## config.mk

```make
export PLATFORM = sky130hd
export DESIGN_NAME = txcmd_consumer
export DESIGN_NICKNAME = d
export VERILOG_FILES = /design/src/rtl/txcmd_pkg.sv /design/src/rtl/txcmd_datapath.sv /design/src/rtl/txcmd_control.sv /design/src/rtl/txcmd_consumer.sv
export SDC_FILE = /design/constraint.sdc
export NUM_CORES = 1
export LEC_CHECK = 0
export BUFFER_PORTS_ARGS = -buffer_cell sky130_fd_sc_hd__buf_2
export CORE_MARGIN = 3
export CORE_UTILIZATION = 35
export DETAILED_ROUTE_END_ITERATION = 16
export PLACE_DENSITY = 0.74
export REMOVE_ABC_BUFFERS = 1
export SETUP_SLACK_MARGIN = 0.4
export SLEW_MARGIN = 20
export SYNTH_ARGS = -nofsm -noshare
export SYNTH_HDL_FRONTEND = slang
export SYNTH_SLANG_ARGS = --single-unit
```

## constraint.sdc

```tcl
create_clock -name clk -period 2.2 [get_ports clk]
set_input_delay 0.22 -clock clk [delete_from_list [all_inputs] [get_ports clk]]
set_output_delay 0.22 -clock clk [all_outputs]
set_load 0.01 [all_outputs]
```

## src/rtl/txcmd_pkg.sv

```systemverilog
package txcmd_pkg;
  localparam int ENTRY_W = 36;
  localparam int TAG_W   = 4;

  typedef enum logic [1:0] {
    ST_IDLE   = 2'd0,
    ST_FETCH  = 2'd1,
    ST_CRCBAD = 2'd2,
    ST_PURGE  = 2'd3
  } ctlState_t;

  typedef enum logic [1:0] {
    DONE_OK      = 2'd0,
    DONE_BADCMD  = 2'd1,
    DONE_TIMEOUT = 2'd2
  } doneCode_t;

  typedef struct packed {
    logic pop;
    logic loadFields;
    logic doneOk;
    logic doneBad;
    logic doneTmo;
    logic waitClr;
    logic waitInc;
  } ctlStrobe_t;

  typedef struct packed {
    logic [3:0] pid;
    logic [1:0] toggle;
    logic [1:0] epType;
    logic [1:0] speed;
    logic [6:0] addr;
    logic [6:0] epNum;
  } pktFields_t;
endpackage

```

## src/rtl/txcmd_datapath.sv

```systemverilog
module txcmd_datapath
  import txcmd_pkg::*;
#(
  parameter int WAIT_LIMIT = 16
) (
  input  logic               clk,
  input  logic               rstN,
  input  logic [ENTRY_W-1:0] fifoRdData,
  input  ctlStrobe_t         strb,
  output logic               isSop,
  output logic               cmdWellFormed,
  output logic               waitExpired,
  output logic               pktValid,
  output pktFields_t         fields,
  output logic               doneValid,
  output logic [1:0]         doneCode
);
  localparam int WAIT_W = (WAIT_LIMIT > 2) ? $clog2(WAIT_LIMIT) : 1;

  logic [TAG_W-1:0] tag;
  logic [1:0]       rsvdHi;
  logic [5:0]       rsvdLo;
  pktFields_t       decoded;
  logic [WAIT_W-1:0] waitCnt;

  // Field positions of a start-of-packet command word
  assign tag            = fifoRdData[ENTRY_W-1 -: TAG_W];
  assign rsvdHi         = fifoRdData[31:30];
  assign rsvdLo         = fifoRdData[15:10];
  assign decoded.epNum  = fifoRdData[29:23];
  assign decoded.addr   = fifoRdData[22:16];
  assign decoded.speed  = fifoRdData[9:8];
  assign decoded.epType = fifoRdData[7:6];
  assign decoded.toggle = fifoRdData[5:4];
  assign decoded.pid    = fifoRdData[3:0];

  assign isSop         = (tag == '0);
  assign cmdWellFormed = isSop && (decoded.pid != 4'h0) &&
                         (rsvdHi == 2'b00) && (rsvdLo == 6'b0);
  assign waitExpired   = (waitCnt == WAIT_W'(WAIT_LIMIT - 1));

  always_ff @(posedge clk) begin
    if (!rstN) begin
      pktValid  <= 1'b0;
      fields    <= '0;
      doneValid <= 1'b0;
      doneCode  <= DONE_OK;
      waitCnt   <= '0;
    end else begin
      pktValid  <= strb.loadFields;
      doneValid <= strb.doneOk | strb.doneBad | strb.doneTmo;
      if (strb.doneTmo)      doneCode <= DONE_TIMEOUT;
      else if (strb.doneBad) doneCode <= DONE_BADCMD;
      else if (strb.doneOk)  doneCode <= DONE_OK;
      if (strb.loadFields)   fields   <= decoded;
      if (strb.waitClr)      waitCnt  <= '0;
      else if (strb.waitInc) waitCnt  <= waitCnt + 1'b1;
    end
  end

  AST_PKT_WITH_OK: assert property (@(posedge clk) disable iff (!rstN)
    pktValid |-> (doneValid && doneCode == DONE_OK));
  AST_ONE_DONE_KIND: assert property (@(posedge clk) disable iff (!rstN)
    $onehot0({strb.doneOk, strb.doneBad, strb.doneTmo}));
  AST_LOAD_ONLY_SOP: assert property (@(posedge clk) disable iff (!rstN)
    strb.loadFields |-> isSop);
endmodule

```

## src/rtl/txcmd_control.sv

```systemverilog
module txcmd_control
  import txcmd_pkg::*;
(
  input  logic       clk,
  input  logic       rstN,
  input  logic       fifoEmpty,
  input  logic       runPkt,
  input  logic       underrun,
  input  logic       isSop,
  input  logic       cmdWellFormed,
  input  logic       waitExpired,
  output ctlStrobe_t strb,
  output logic       cmdReady,
  output logic       badCrc
);
  ctlState_t state, stateNext;

  always_comb begin
    stateNext = state;
    strb      = '0;
    unique case (state)
      ST_IDLE: begin
        strb.waitClr = 1'b1;
        if (underrun)    stateNext = ST_CRCBAD;
        else if (runPkt) stateNext = ST_FETCH;
      end
      ST_FETCH: begin
        if (!fifoEmpty) begin
          strb.pop = 1'b1;
          if (cmdWellFormed) begin
            strb.loadFields = 1'b1;
            strb.doneOk     = 1'b1;
          end else begin
            strb.doneBad = 1'b1;
          end
          stateNext = ST_IDLE;
        end else if (waitExpired) begin
          strb.doneTmo = 1'b1;
          stateNext    = ST_IDLE;
        end else begin
          strb.waitInc = 1'b1;
        end
      end
      ST_CRCBAD: stateNext = ST_PURGE;
      ST_PURGE: begin
        if (fifoEmpty || isSop) stateNext = ST_IDLE;
        else                    strb.pop  = 1'b1;
      end
      default: stateNext = ST_IDLE;
    endcase
  end

  always_ff @(posedge clk) begin
    if (!rstN) state <= ST_IDLE;
    else       state <= stateNext;
  end

  assign cmdReady = (state == ST_IDLE);
  assign badCrc   = (state == ST_CRCBAD);

  AST_NO_POP_EMPTY: assert property (@(posedge clk) disable iff (!rstN)
    strb.pop |-> !fifoEmpty);
  AST_BADCRC_SINGLE: assert property (@(posedge clk) disable iff (!rstN)
    badCrc |=> !badCrc);
  AST_TMO_ONLY_EMPTY: assert property (@(posedge clk) disable iff (!rstN)
    strb.doneTmo |-> fifoEmpty);
endmodule

```

## src/rtl/txcmd_consumer.sv

```systemverilog
module txcmd_consumer
  import txcmd_pkg::*;
#(
  parameter int WAIT_LIMIT = 16
) (
  input  logic        clk,
  input  logic        rstN,
  input  logic        fifoEmpty,
  input  logic [35:0] fifoRdData,
  output logic        fifoRdEn,
  input  logic        runPkt,
  input  logic        underrun,
  output logic        cmdReady,
  output logic        badCrc,
  output logic        pktValid,
  output logic [3:0]  pktPid,
  output logic [1:0]  pktToggle,
  output logic [1:0]  pktEpType,
  output logic [1:0]  pktSpeed,
  output logic [6:0]  pktAddr,
  output logic [6:0]  pktEpNum,
  output logic        doneValid,
  output logic [1:0]  doneCode
);
  ctlStrobe_t strb;
  pktFields_t fields;
  logic isSop, cmdWellFormed, waitExpired;

  txcmd_control u_ctl (
    .clk(clk), .rstN(rstN), .fifoEmpty(fifoEmpty), .runPkt(runPkt),
    .underrun(underrun), .isSop(isSop), .cmdWellFormed(cmdWellFormed),
    .waitExpired(waitExpired), .strb(strb), .cmdReady(cmdReady),
    .badCrc(badCrc)
  );

  txcmd_datapath #(.WAIT_LIMIT(WAIT_LIMIT)) u_dp (
    .clk(clk), .rstN(rstN), .fifoRdData(fifoRdData), .strb(strb),
    .isSop(isSop), .cmdWellFormed(cmdWellFormed), .waitExpired(waitExpired),
    .pktValid(pktValid), .fields(fields), .doneValid(doneValid),
    .doneCode(doneCode)
  );

  assign fifoRdEn  = strb.pop;
  assign pktPid    = fields.pid;
  assign pktToggle = fields.toggle;
  assign pktEpType = fields.epType;
  assign pktSpeed  = fields.speed;
  assign pktAddr   = fields.addr;
  assign pktEpNum  = fields.epNum;

  AST_DONE_AFTER_BUSY: assert property (@(posedge clk) disable iff (!rstN)
    doneValid |-> !$past(cmdReady));
  AST_CRC_NO_DONE: assert property (@(posedge clk) disable iff (!rstN)
    badCrc |-> !doneValid);
endmodule

```

## Word level (Yosys, flattened, before mapping)

Cells that the tools add are included.

- Register bits: 34
- Input port bits: 41
- Word-level logic and storage cells: 58

- $add $sub $neg: 1
- Equality and inequality tests: 7
- Mux-type cells: 21
- Bitwise gates (word level): 3
- Reductions and logical operators: 14

Operators with widths:

| cell | number |
|---|---|
| $mux W2 | 9 |
| $mux W1 | 8 |
| $mux W4 | 2 |
| $pmux W2 S4 | 1 |
| $logic_not A6 Y1 | 1 |
| $add A4 B1 Y4 const B | 1 |
| $eq A2 B2 Y1 const B | 2 |
| $eq A4 B4 Y1 const B | 1 |
| $logic_not A2 Y1 | 2 |
| $logic_not A4 Y1 | 1 |
| $reduce_bool A4 Y1 | 1 |
| $reduce_or A2 Y1 | 2 |
| $logic_and A1 B1 Y1 | 3 |
| $ne A3 B2 Y1 const B | 1 |
| $ne A3 B3 Y1 const B | 1 |
| $reduce_and A3 Y1 | 1 |
| $reduce_bool A3 Y1 | 1 |
| $eq A2 B1 Y1 const B | 1 |
| $ne A2 B1 Y1 const B | 1 |
| $or A1 B1 Y1 | 2 |
| $pmux W1 S2 | 1 |
| $reduce_bool A2 Y1 | 1 |
| $logic_or A1 B1 Y1 | 1 |
| $not A1 Y1 | 1 |

## Logic depth before layout (Yosys ltp)

Gate-level depths: netlist of run 1.

- Word-level depth: 10
- Mapped depth: 6
- Mapped depth without buffers: 5

## By module

From an unflattened synthesis of run 1, not the netlist that was laid out.

- Cell total of the unflattened synthesis: 137
- Area, all modules: 1437.6 um2

By module, submodules not included:

| module | instances | cells an instance | area an instance (um2) | seq. area each (um2) |
|---|---|---|---|---|
| txcmd_datapath | 1 | 112 | 1260.0 | 640.6 |
| txcmd_control | 1 | 25 | 177.7 | 40.0 |

## Worst setup path before layout of run 1

OpenSTA, ideal clock, no wires.

- Path kind: register to register
- From: register u_ctl.state[0]
- To: register u_dp.fields[0] (netlist name)
- Library setup time: 0.117 ns
- Arrival: 1.667 ns
- Required time: 2.083 ns
- Slack: 0.416 ns
- Stages on the path, launching flop included: 5
- Path buffers: 1
- Period minus slack after synthesis: 1.784 ns
- Path through: dfxtp_1 or3b_4 o41a_4 buf_6 a22o_1

- Word-level cells in the longest chain between the ends: 2

RTL lines:

| item | line | source |
|---|---|---|
| start: declaration | txcmd_control.sv:16 | `ctlState_t state, stateNext;` |
| start signal: assignment | txcmd_control.sv:55 | `else state <= stateNext;` |
| $eq A2 B1 Y1 | txcmd_control.sv:21 | `unique case (state)` |
| $mux W4 | txcmd_control.sv:21 |  |

Every way passes these cells.
A chain may end at the register's enable or synchronous reset.

## Final worst setup path of run 1

- From: register u_ctl.state[1]
- To: register u_dp.fields[17] (netlist name)

- Word-level cells in the longest chain between the ends: 2

RTL lines:

| item | line |
|---|---|
| $eq A2 B1 Y1 | txcmd_control.sv:21 |
| $mux W4 | txcmd_control.sv:21 |

Every way passes these cells.

==> results.md, run 1 <==
* Number of post-CTS setup repair buffers at 0
* Vias in the first global route at 1,137
* Io pins at 72
* Final setup vio count at 0
* # DRC at 0
* Count leader, synth: dfxtp_1
* Largest net degree at the start of global routing at 26
* Clock latency on the worst-skew pair at 330 ps
* CTS max path bufs at 2
* RSZ-0062 raised after global routing: no
* Area Overhead vs Synth at 39.64%
* Wire per inst at 13.86 um
* Routed vias/inst at 5.105
* Post-synthesis sequential area ratio at 0.5501
* Hold buffers post-CTS at 0
* Synth Register Bits at 34
* Hold Startpoint: fifoRdData[8]
* Kind of critical path: register to register
* Setup Skew at 4.130 ps
* Placer Congestion at 0.7529
* First-pass GRT wire length at 5.202 mm
* Critical path peak fanout at 25
* Largest area contributor in the netlist: dfxtp_1
* EDFF count, synth at 0
* Post-synth cell types at 29
* Max Clk Rate at 576.5 MHz
* Share of cells above drive strength 1 at 0.4620
* Area of the core at 3203 um2
* Hold path depth at 2
* HPWL Detailed at 2.413 mm
* DRT iter0 DRCs at 21
* Post-Syn Instances at 110
* Site row count at 20
* Slew Limit Fails at 0
* Rel. slew slack at 0.6507
* Avg Synthesized Cell Area at 11.25 um2
* CTS clk-pin slew, worst paths at 110 ps
* Max_cap viols at 0
* Top_reg_cell synth: dfxtp_1
* Top-area cell type share of the netlist area at 0.5501
* Tcrit/Tclk final at 0.7885
* Total global routing overflow at 0
* PortBufs at 71
* Die height at 65.46 um
* Final Util at 0.5395
* Setup tns final at 0 ps
* Hold Path Sink: u_dp.fields[14]
* Total number of vias at 1,164
* Worst setup SP type: register
* Die ar. at 4285 um2
* Post-synth ARST share at 0
* Tmin final at 1735 ps
* Clk sinks at 34
* FF-to-FF Start: u_ctl.state[1]
* CP Capture Type: register
* Worst VDD drop at 313.1 uV
* Reg-to-reg endpoint: u_dp.fields[17]
* Post-route ant nets at 0
* Initial Util at 0.3863
* R2r setup slk at 470 ps
* GRT Total Usage at 0.1572
* HP Class: primary input to register
* Largest cells by area after synthesis: dfxtp_1 (55%), a22o_1 (17%), nor4_1 (2.5%), and3_1 (2.0%), buf_6 (1.8%)
* CTS tree: built
* WP data arrival at 1970 ps
* Post-synthesis cell area at 1237 um2
* Commonest cells post-synth: dfxtp_1 (34), a22o_1 (24), nor2_1 (5), nor4_1 (5)
* Hold Vio Cnt, Final at 0
* Status: finished clean
* Final WL at 3.161 mm
* Die X at 65.46 um
* CTS buffer count at 5
* CTS H-tree depth at 2
* Ant diodes at 0
* Slew @ Worst Pin at 519.1 ps
* Crit path required time at 2430 ps
* Initial antenna violation count at 0
* DR pass1 iterations at 4
* Root Buffer: clkbuf_4
* Ys Warns at 0
* Power per Cell Area at 756.2 nW/um2
* Final nets at 225
* R2R depth at 3
* Pleak at 0.0008527 uW
-- final cells by class --
cell class	instances	area [um2]
clock buffer	5	37.54
clock inverter	3	68.82
tap	44	55.05
timing repair buffer	72	362.8
sequential	34	681.9
inverter	1	3.754
fill	299	1475
multi-input combinational	69	518.0
-- cell usage in the layout, fill, tap and decap left out, drive strengths merged --
cell and instances:
o311a 1, and2 1, or3b 1, or4 1, xor2 2, ha 1, nor3 1, or2b 2
a22o 24, nor2 5, dfxtp 34, and4b 1, nand3 3, a311oi 1, buf 72, clkbuf 5
o41a 1, nor3b 1, clkinv 1, nand4 1, a21oi 4, bufinv 2, nand2 4, a21boi 2
inv 1, and3 4, o41ai 1, and3b 1, nor4 5, o21ai 1
-- sequential cells by signal (all words and copies together), names as in the netlist --
register	flops
u_dp.doneCode	2
u_dp.fields	24
u_dp.pktValid	1
u_dp.waitCnt	4
u_ctl.state	2
u_dp.doneValid	1
-- worst max-delay path by stage --
stage	slack [ps]	cells past startpoint	start	end
global placement	320	4	u_ctl.state[0]	u_dp.fields[16]
CTS	430	3	u_ctl.state[0]	u_dp.fields[17]
finish	470	3	u_ctl.state[1]	u_dp.fields[17]
detailed placement	230	4	u_ctl.state[0]	u_dp.fields[8]
global route	420	3	u_ctl.state[1]	u_dp.fields[8]
floorplan	460	3	u_ctl.state[0]	u_dp.fields[0]
-- kinds of logic (layout without fill, tap and decap cells) --
kind of cell / count (synthesis) / after routing / synth area share
buffers and inverters: 7 / 81 / 0.03539
adders and majority gates: 1 / 1 / 0.01011
xor gates and xnor gates: 2 / 2 / 0.01416
DFF: 34 / 34 / 0.5500
AOI/OAI and AO/OA: 35 / 35 / 0.2427
and+or+nand+nor: 31 / 31 / 0.1476
-- critical path, stage by stage, from the launching register on --
cell     delay, ps
dfxtp_1        390
or3b_4         460
o41a_4         500
a22o_1         280
-- metal layers --
metal  vias up  GRT usage  part of all wire
li1        567          -                 -
met3         7    0.06154             0.096
met5         -          0                 0
met4         0    0.06218             0.011
met1       538     0.1670              0.42
met2        52     0.2769              0.47
-- stage by stage --
step / instance area [um2] / instances / setup WS, ps / hold WS [ps] / total power, uW
3_5_place_dp: 1615 / 220 / 227.6 / 435.7 / 740.2
3_3_place_gp: 1615 / 220 / 321.3 / 434.4 / 735.5
6_report: 1728 / 228 / 465.3 / 83.82 / 1307
5_1_grt: 1728 / 228 / 417.0 / 71.70 / 1359
4_1_cts: 1723 / 228 / 431.6 / 69.66 / 1317
2_1_floorplan: 1197 / 104 / 459.0 / 331.8 / 682.3
-- report_power, final --
part | total, uW | internal [uW] | switching, uW
Clock | 579 | 355 | 224
Sequential | 631 | 622 | 8.91
Combinational | 95.9 | 48.6 | 47.3
-- repair_timing --
action | 4_1_cts | 5_1_grt
gates cloned | 0 | 0
pin swaps | 1 | 0
endpoints found under the setup margin | 24 | 24
resized for setup | 1 | 2
Note: power is estimated with default switching activity, not from simulation.
==> run 2, diff against run 1 <==
--- a/config.mk
+++ b/config.mk
@@ -9,7 +9,7 @@
 export CORE_MARGIN = 3
 export CORE_UTILIZATION = 35
 export DETAILED_ROUTE_END_ITERATION = 16
-export PLACE_DENSITY = 0.74
+export PLACE_DENSITY = 0.77
 export REMOVE_ABC_BUFFERS = 1
 export SETUP_SLACK_MARGIN = 0.4
 export SLEW_MARGIN = 20
==> constraint.sdc (replaced) <==
create_clock -name clk -period 1.44 [get_ports clk]
set_input_delay 0.144 -clock clk [delete_from_list [all_inputs] [get_ports clk]]
set_output_delay 0.144 -clock clk [all_outputs]
set_load 0.01 [all_outputs]
==> results.md, run 2 (same netlist as run 1, synthesis figures left out) <==
* Met1 WL at 1.416 mm (was 1.323 mm)
* Worst stage delay on the critical path at 460 ps (was 500 ps)
* Die X at 65.46 um (unchanged)
* Initial antenna violation count at 0 (unchanged)
* Status: finished, violations left (was finished clean)
* First-pass GRT wire length at 5.202 mm (unchanged)
* Tmin final at 1579 ps (was 1735 ps)
* Met3 Wirelength at 265 um (was 302 um)
* Site row count at 20 (unchanged)
* Worst slack, placed at -356.4 ps (was 227.6 ps)
* WP data arrival at 1800 ps (was 1970 ps)
* Met2 WL at 1.641 mm (was 1.498 mm)
* CTS clk-pin slew, worst paths at 100 ps (was 110 ps)
* Max_cap viols at 0 (unchanged)
* Largest net degree at the start of global routing at 25 (was 26)
* Worst setup SP type: register (unchanged)
* Setup Skew at 6.511 ps (was 4.130 ps)
* PortBufs at 71 (unchanged)
* Critical-path cell list: or3b_4 > o41a_4 > a22o_1 (unchanged)
* Slew @ Worst Pin at 437.0 ps (was 519.1 ps)
* Root Buffer: clkbuf_4 (unchanged)
* CTS max path bufs at 2 (unchanged)
* Tot Pwr at 1897 uW (was 1307 uW)
* # DRC at 0 (unchanged)
* Top reg by flops: u_dp.fields (unchanged)
* Die ar. at 4285 um2 (unchanged)
* CTS tree: built (unchanged)
* Placer Congestion at 0.7188 (was 0.7529)
* Tcrit/Tclk final at 1.097 (was 0.7885)
* Hold Vio Cnt, Final at 0 (unchanged)
* CP Capture Type: register (unchanged)
* Clock latency on the worst-skew pair at 330 ps (about the same)
* Post-route ant nets at 0 (unchanged)
* Commonest non-fill, non-tap cell in the layout: buf_2 (unchanged)
* Worst VDD drop at 646.6 uV (was 313.1 uV)
* Hold Startpoint: fifoRdData[27] (was fifoRdData[8])
* Wire per inst at 14.05 um (was 13.86 um)
* Slew Limit Fails at 0 (unchanged)
* Final Util at 0.6031 (was 0.5395)
* Area of the core at 3203 um2 (unchanged)
* RSZ-0062 raised after global routing: yes (was no)
* Final setup vio count at 26 (was 0)
* HPWL Detailed at 2.156 mm (was 2.413 mm)
* Io pins at 72 (unchanged)
* Area Overhead vs Synth at 56.12% (was 39.64%)
* Max Clk Rate at 633.2 MHz (was 576.5 MHz)
* Final worst setup slack at -139.4 ps (was 465.3 ps)
* Die height at 65.46 um (unchanged)
* Critical path peak fanout at 13 (was 25)
* HP Class: primary input to register (unchanged)
* Share of cells above drive strength 1 at 0.5612 (was 0.4620)
* Total global routing overflow at 0 (unchanged)
* GRT Total Usage at 0.1563 (was 0.1572)
* Kind of critical path: register to register (unchanged)
* Number of flip-flops in the largest register at 24 (unchanged)
* CTS H-tree depth at 2 (unchanged)
* Final WL at 3.371 mm (was 3.161 mm)
* CP startpoint: u_ctl.state[0] (was u_ctl.state[1])
* Routed vias/inst at 5.029 (was 5.105)
* DRT iter0 DRCs at 33 (was 21)
* Top Layer Used: met4 (unchanged)
* Initial Util at 0.3863 (unchanged)
* Failing checks: negative setup slack
* DR pass1 iterations at 4 (unchanged)
* Rel. slew slack at 0.7049 (was 0.6507)
* Ant diodes at 0 (unchanged)
* Total number of vias at 1,207 (was 1,164)
* Power per Cell Area at 981.9 nW/um2 (was 756.2 nW/um2)
* Final nets at 238 (was 225)
* Crit-path slowest cell: o41a_4 (unchanged)
* Hold path depth at 2 (unchanged)
* Top Registers: u_dp.fields: 24 flops, u_dp.waitCnt: 4 flops (unchanged)
* Most frequent cells in the layout: buf_2 (70), dfxtp_1 (31), a22o_1 (24) (was buf_2 (71), dfxtp_1 (33), a22o_1 (24))
* CTS buffer count at 5 (unchanged)
* Vias in the first global route at 1,155 (was 1,137)
* R2R depth at 3 (unchanged)
* FF-to-FF Start: u_ctl.state[0] (was u_ctl.state[1])
* Hold buffers post-CTS at 0 (unchanged)
* Pleak at 0.0009209 uW (was 0.0008527 uW)
* Crit path required time at 1660 ps (was 2430 ps)
* Clk sinks at 34 (unchanged)
==> run 2: routing by layer <==
layer | vias to the layer above | GRT usage
met4 | 0 | 0.05440
li1 | 601 | -
met1 | 553 | 0.1813
met5 | - | 0
met3 | 7 | 0.04957
met2 | 46 | 0.2693
==> run 2: power breakdown <==
part           switching, uW  internal (uW)
combinational            107            130
sequential              6.34            951
clock                    299            404
total                    413           1480
==> run 2: final timing paths <==
kind | slack, ps | endpoint
min | 20 | u_dp.fields[4]
max | -140 | u_dp.fields[16]
max reg2reg | -140 | u_dp.fields[16]
min reg2reg | 480 | u_dp.fields[0]
==> run 2: layout make-up <==
cell class | count | area, um2
Fill cell | 274 | 1271
Sequential cell | 34 | 684.4
Multi-Input combinational cell | 70 | 613.1
Timing Repair Buffer | 84 | 494.2
Tap cell | 44 | 55.05
Clock buffer | 6 | 51.30
Clock inverter | 1 | 30.03
Inverter | 1 | 3.754
==> run 2: repair_timing <==
| action | CTS | global route |
|---|---|---|
| setup buffers | 1 | 3 |
| setup endpoints to repair | 37 | 37 |
| cloned | 1 | 0 |
| gates resized for setup | 11 | 19 |
| pin swaps | 4 | 9 |
==> run 2: metrics by stage <==
stage	TNS [ps]	cell area (um2)	hold WS, ps	std cells
final	-3110	1932	22.97	240
after floorplan	-7446	1197	255.8	104
after detailed placement	-8632	1688	357.2	228
after global placement	-7929	1688	355.8	228
after CTS	-2891	1831	3.552	237
after global routing	-4073	1932	4.643	240
==> run 2: worst max-delay path: cells and delay by family, from the launching register on <==
family	cells	cell delay (ps)
flip-flops	1	340
AO/OA/AOI/OAI	2	720
AND/OR/NAND/NOR	1	410
==> run 3, diff against run 2 <==
--- a/config.mk
+++ b/config.mk
@@ -5,11 +5,12 @@
 export SDC_FILE = /design/constraint.sdc
 export NUM_CORES = 1
 export LEC_CHECK = 0
+export ABC_CLOCK_PERIOD_IN_PS = 1440
 export BUFFER_PORTS_ARGS = -buffer_cell sky130_fd_sc_hd__buf_2
 export CORE_MARGIN = 3
-export CORE_UTILIZATION = 35
+export CORE_UTILIZATION = 38
 export DETAILED_ROUTE_END_ITERATION = 16
-export PLACE_DENSITY = 0.77
+export PLACE_DENSITY_LB_ADDON = 0.15
 export REMOVE_ABC_BUFFERS = 1
 export SETUP_SLACK_MARGIN = 0.4
 export SLEW_MARGIN = 20
==> results.md, run 3 (same netlist as run 1, synthesis figures left out) <==
* Top Registers: u_dp.fields: 24 flops, u_dp.waitCnt: 4 flops (unchanged)
* RSZ-0062 raised after global routing: yes (unchanged)
* Commonest non-fill, non-tap cell in the layout: buf_2 (unchanged)
* CTS max path bufs at 2 (unchanged)
* Clk sinks at 34 (unchanged)
* DRT iter0 DRCs at 50 (was 33)
* Tcrit/Tclk final at 1.106 (was 1.097)
* Cell Area, Placed at 1680 um2 (was 1688 um2)
* Worst setup SP type: register (unchanged)
* Kind of critical path: register to register (unchanged)
* # DRC at 0 (unchanged)
* GRT Total Usage at 0.1876 (was 0.1563)
* Setup Skew at 2.050 ps (was 6.511 ps)
* First-pass GRT wire length at 5.823 mm (was 5.202 mm)
* CTS buffer count at 5 (unchanged)
* Max Clk Rate at 627.9 MHz (was 633.2 MHz)
* Area of the core at 3078 um2 (was 3203 um2)
* Status: finished, violations left (unchanged)
* Slew @ Worst Pin at 658.1 ps (was 437.0 ps)
* R2R depth at 6 (was 3)
* Final WL at 3.789 mm (was 3.371 mm)
* Most frequent cells in the layout: buf_2 (71), dfxtp_1 (30), a22o_1 (24) (was buf_2 (70), dfxtp_1 (31), a22o_1 (24))
* Site row count at 20 (unchanged)
* Area Overhead vs Synth at 59.35% (was 56.12%)
* Grt peak-use layer: met2 (unchanged)
* Number of flip-flops in the largest register at 24 (unchanged)
* Final worst setup slack at -152.6 ps (was -139.4 ps)
* Worst VDD drop at 440.6 uV (was 646.6 uV)
* Final hold slack at 18.53 ps (was 22.97 ps)
* Die ar. at 3977 um2 (was 4285 um2)
* Root Buffer: clkbuf_4 (unchanged)
* Initial Util at 0.4020 (was 0.3863)
* CP Capture Type: register (unchanged)
* Die X at 63.07 um (was 65.46 um)
* Wire per inst at 15.53 um (was 14.05 um)
* CTS clk-pin slew, worst paths at 100 ps (about the same)
* Routed vias/inst at 5.160 (was 5.029)
* Hold path depth at 2 (unchanged)
* Tot Pwr at 1727 uW (was 1897 uW)
* Ant diodes at 0 (unchanged)
* Share of cells above drive strength 1 at 0.5600 (was 0.5612)
* Placer Congestion at 0.7032 (was 0.7188)
* HPWL Detailed at 2.324 mm (was 2.156 mm)
* Io pins at 72 (unchanged)
* Slew Limit Fails at 0 (unchanged)
* CTS tree: built (unchanged)
* Total number of vias at 1,259 (was 1,207)
* Final setup vio count at 25 (was 26)
* R2r setup slk at -150 ps (was -140 ps)
* Hold Vio Cnt, Final at 0 (unchanged)
* Fin area at 1972 um2 (was 1932 um2)
* Total global routing overflow at 0 (unchanged)
* Rel. slew slack at 0.5572 (was 0.7049)
* Pleak at 0.0009369 uW (was 0.0009209 uW)
* CTS H-tree depth at 2 (unchanged)
* Tmin final at 1593 ps (was 1579 ps)
* Vias in the first global route at 1,223 (was 1,155)
* HP Class: primary input to register (unchanged)
* Global Route met1 Usage at 0.1991 (was 0.1813)
* Final Util at 0.6407 (was 0.6031)
* Met3 usage in global routing at 0.08021 (was 0.04957)
* Clock latency on the worst-skew pair at 330 ps (about the same)
* Failing checks: negative setup slack (unchanged)
* Max_cap viols at 0 (unchanged)
* Initial antenna violation count at 0 (unchanged)
* Post-route ant nets at 0 (unchanged)
* Die height at 63.07 um (was 65.46 um)
* WP data arrival at 1870 ps (was 1800 ps)
* Top reg by flops: u_dp.fields (unchanged)
* PortBufs at 71 (unchanged)
* Crit path required time at 1720 ps (was 1660 ps)
* Power per Cell Area at 876.0 nW/um2 (was 981.9 nW/um2)
* Largest net degree at the start of global routing at 25 (unchanged)
* Worst slack, placed at -352.4 ps (was -356.4 ps)
* Critical path peak fanout at 12 (was 13)
* Met2 Use GR at 0.3373 (was 0.2693)
* DR pass1 iterations at 4 (unchanged)
* Final nets at 241 (was 238)
[run 3: cell types whose count changed in the layout (fill, tap and decap cells not counted), sizes merged]
| cell | before | now |
|---|---|---|
| dlygate4sd3 | 0 | 2 |
| clkbuf | 6 | 9 |
| bufinv | 1 | 0 |
| clkinv | 0 | 1 |
| o41a | 2 | 3 |
| buf | 84 | 82 |
[run 3: routing by layer]
metal / vias to the layer above / wire (um)
li1: 606 / -
met1: 609 / 1492
met2: 42 / 2013
met3: 2 / 263
met4: 0 / 19
met5: - / 0
[run 3: where the power goes]
part	internal (uW)	total, uW	switching (uW)
logic	122	230	108
clock network	237	540	303
registers	951	958	6.76
total	1310	1730	418
[run 3: worst max-delay path, stage by stage, from the launching register on]
cell and delay, ps:
dfxtp_2 350, or3b_4 430, buf_6 150, nor2_4 70, and3_4 250, clkbuf_16 180, a22o_1 120
[run 3: path summary, 6_finish.rpt]
kind | startpoint | end
min reg2reg | u_dp.doneCode[1] | u_dp.doneCode[1]
max | u_ctl.state[0] | u_dp.fields[23]
min | fifoRdData[5] | u_dp.fields[19]
max reg2reg | u_ctl.state[0] | u_dp.fields[23]
[run 3: final cells by class]
class	count	area, um2
fillers	289	1106
clock buffers	7	55.05
flip-flops and latches	34	685.7
well taps	44	55.05
multi-input cells	71	631.9
repair buffers	86	535.5
inverters	1	3.754
clock inverters	1	5.005
[run 3: repair_timing]
item	in CTS	in global routing
hold buffers	0	2
pin swaps	5	11
endpoints found under the hold margin	0	2
setup endpoints to repair	37	37
gates resized for setup	21	7
setup buffers	0	3
cloned	2	2
[run 3: through the flow]
stage          std cells  setup TNS [ps]
3_5_place_dp         227           -8408
5_1_grt              244           -4004
6_report             244           -3238
2_1_floorplan        104           -7446
4_1_cts              237           -3157
3_3_place_gp         227           -7783
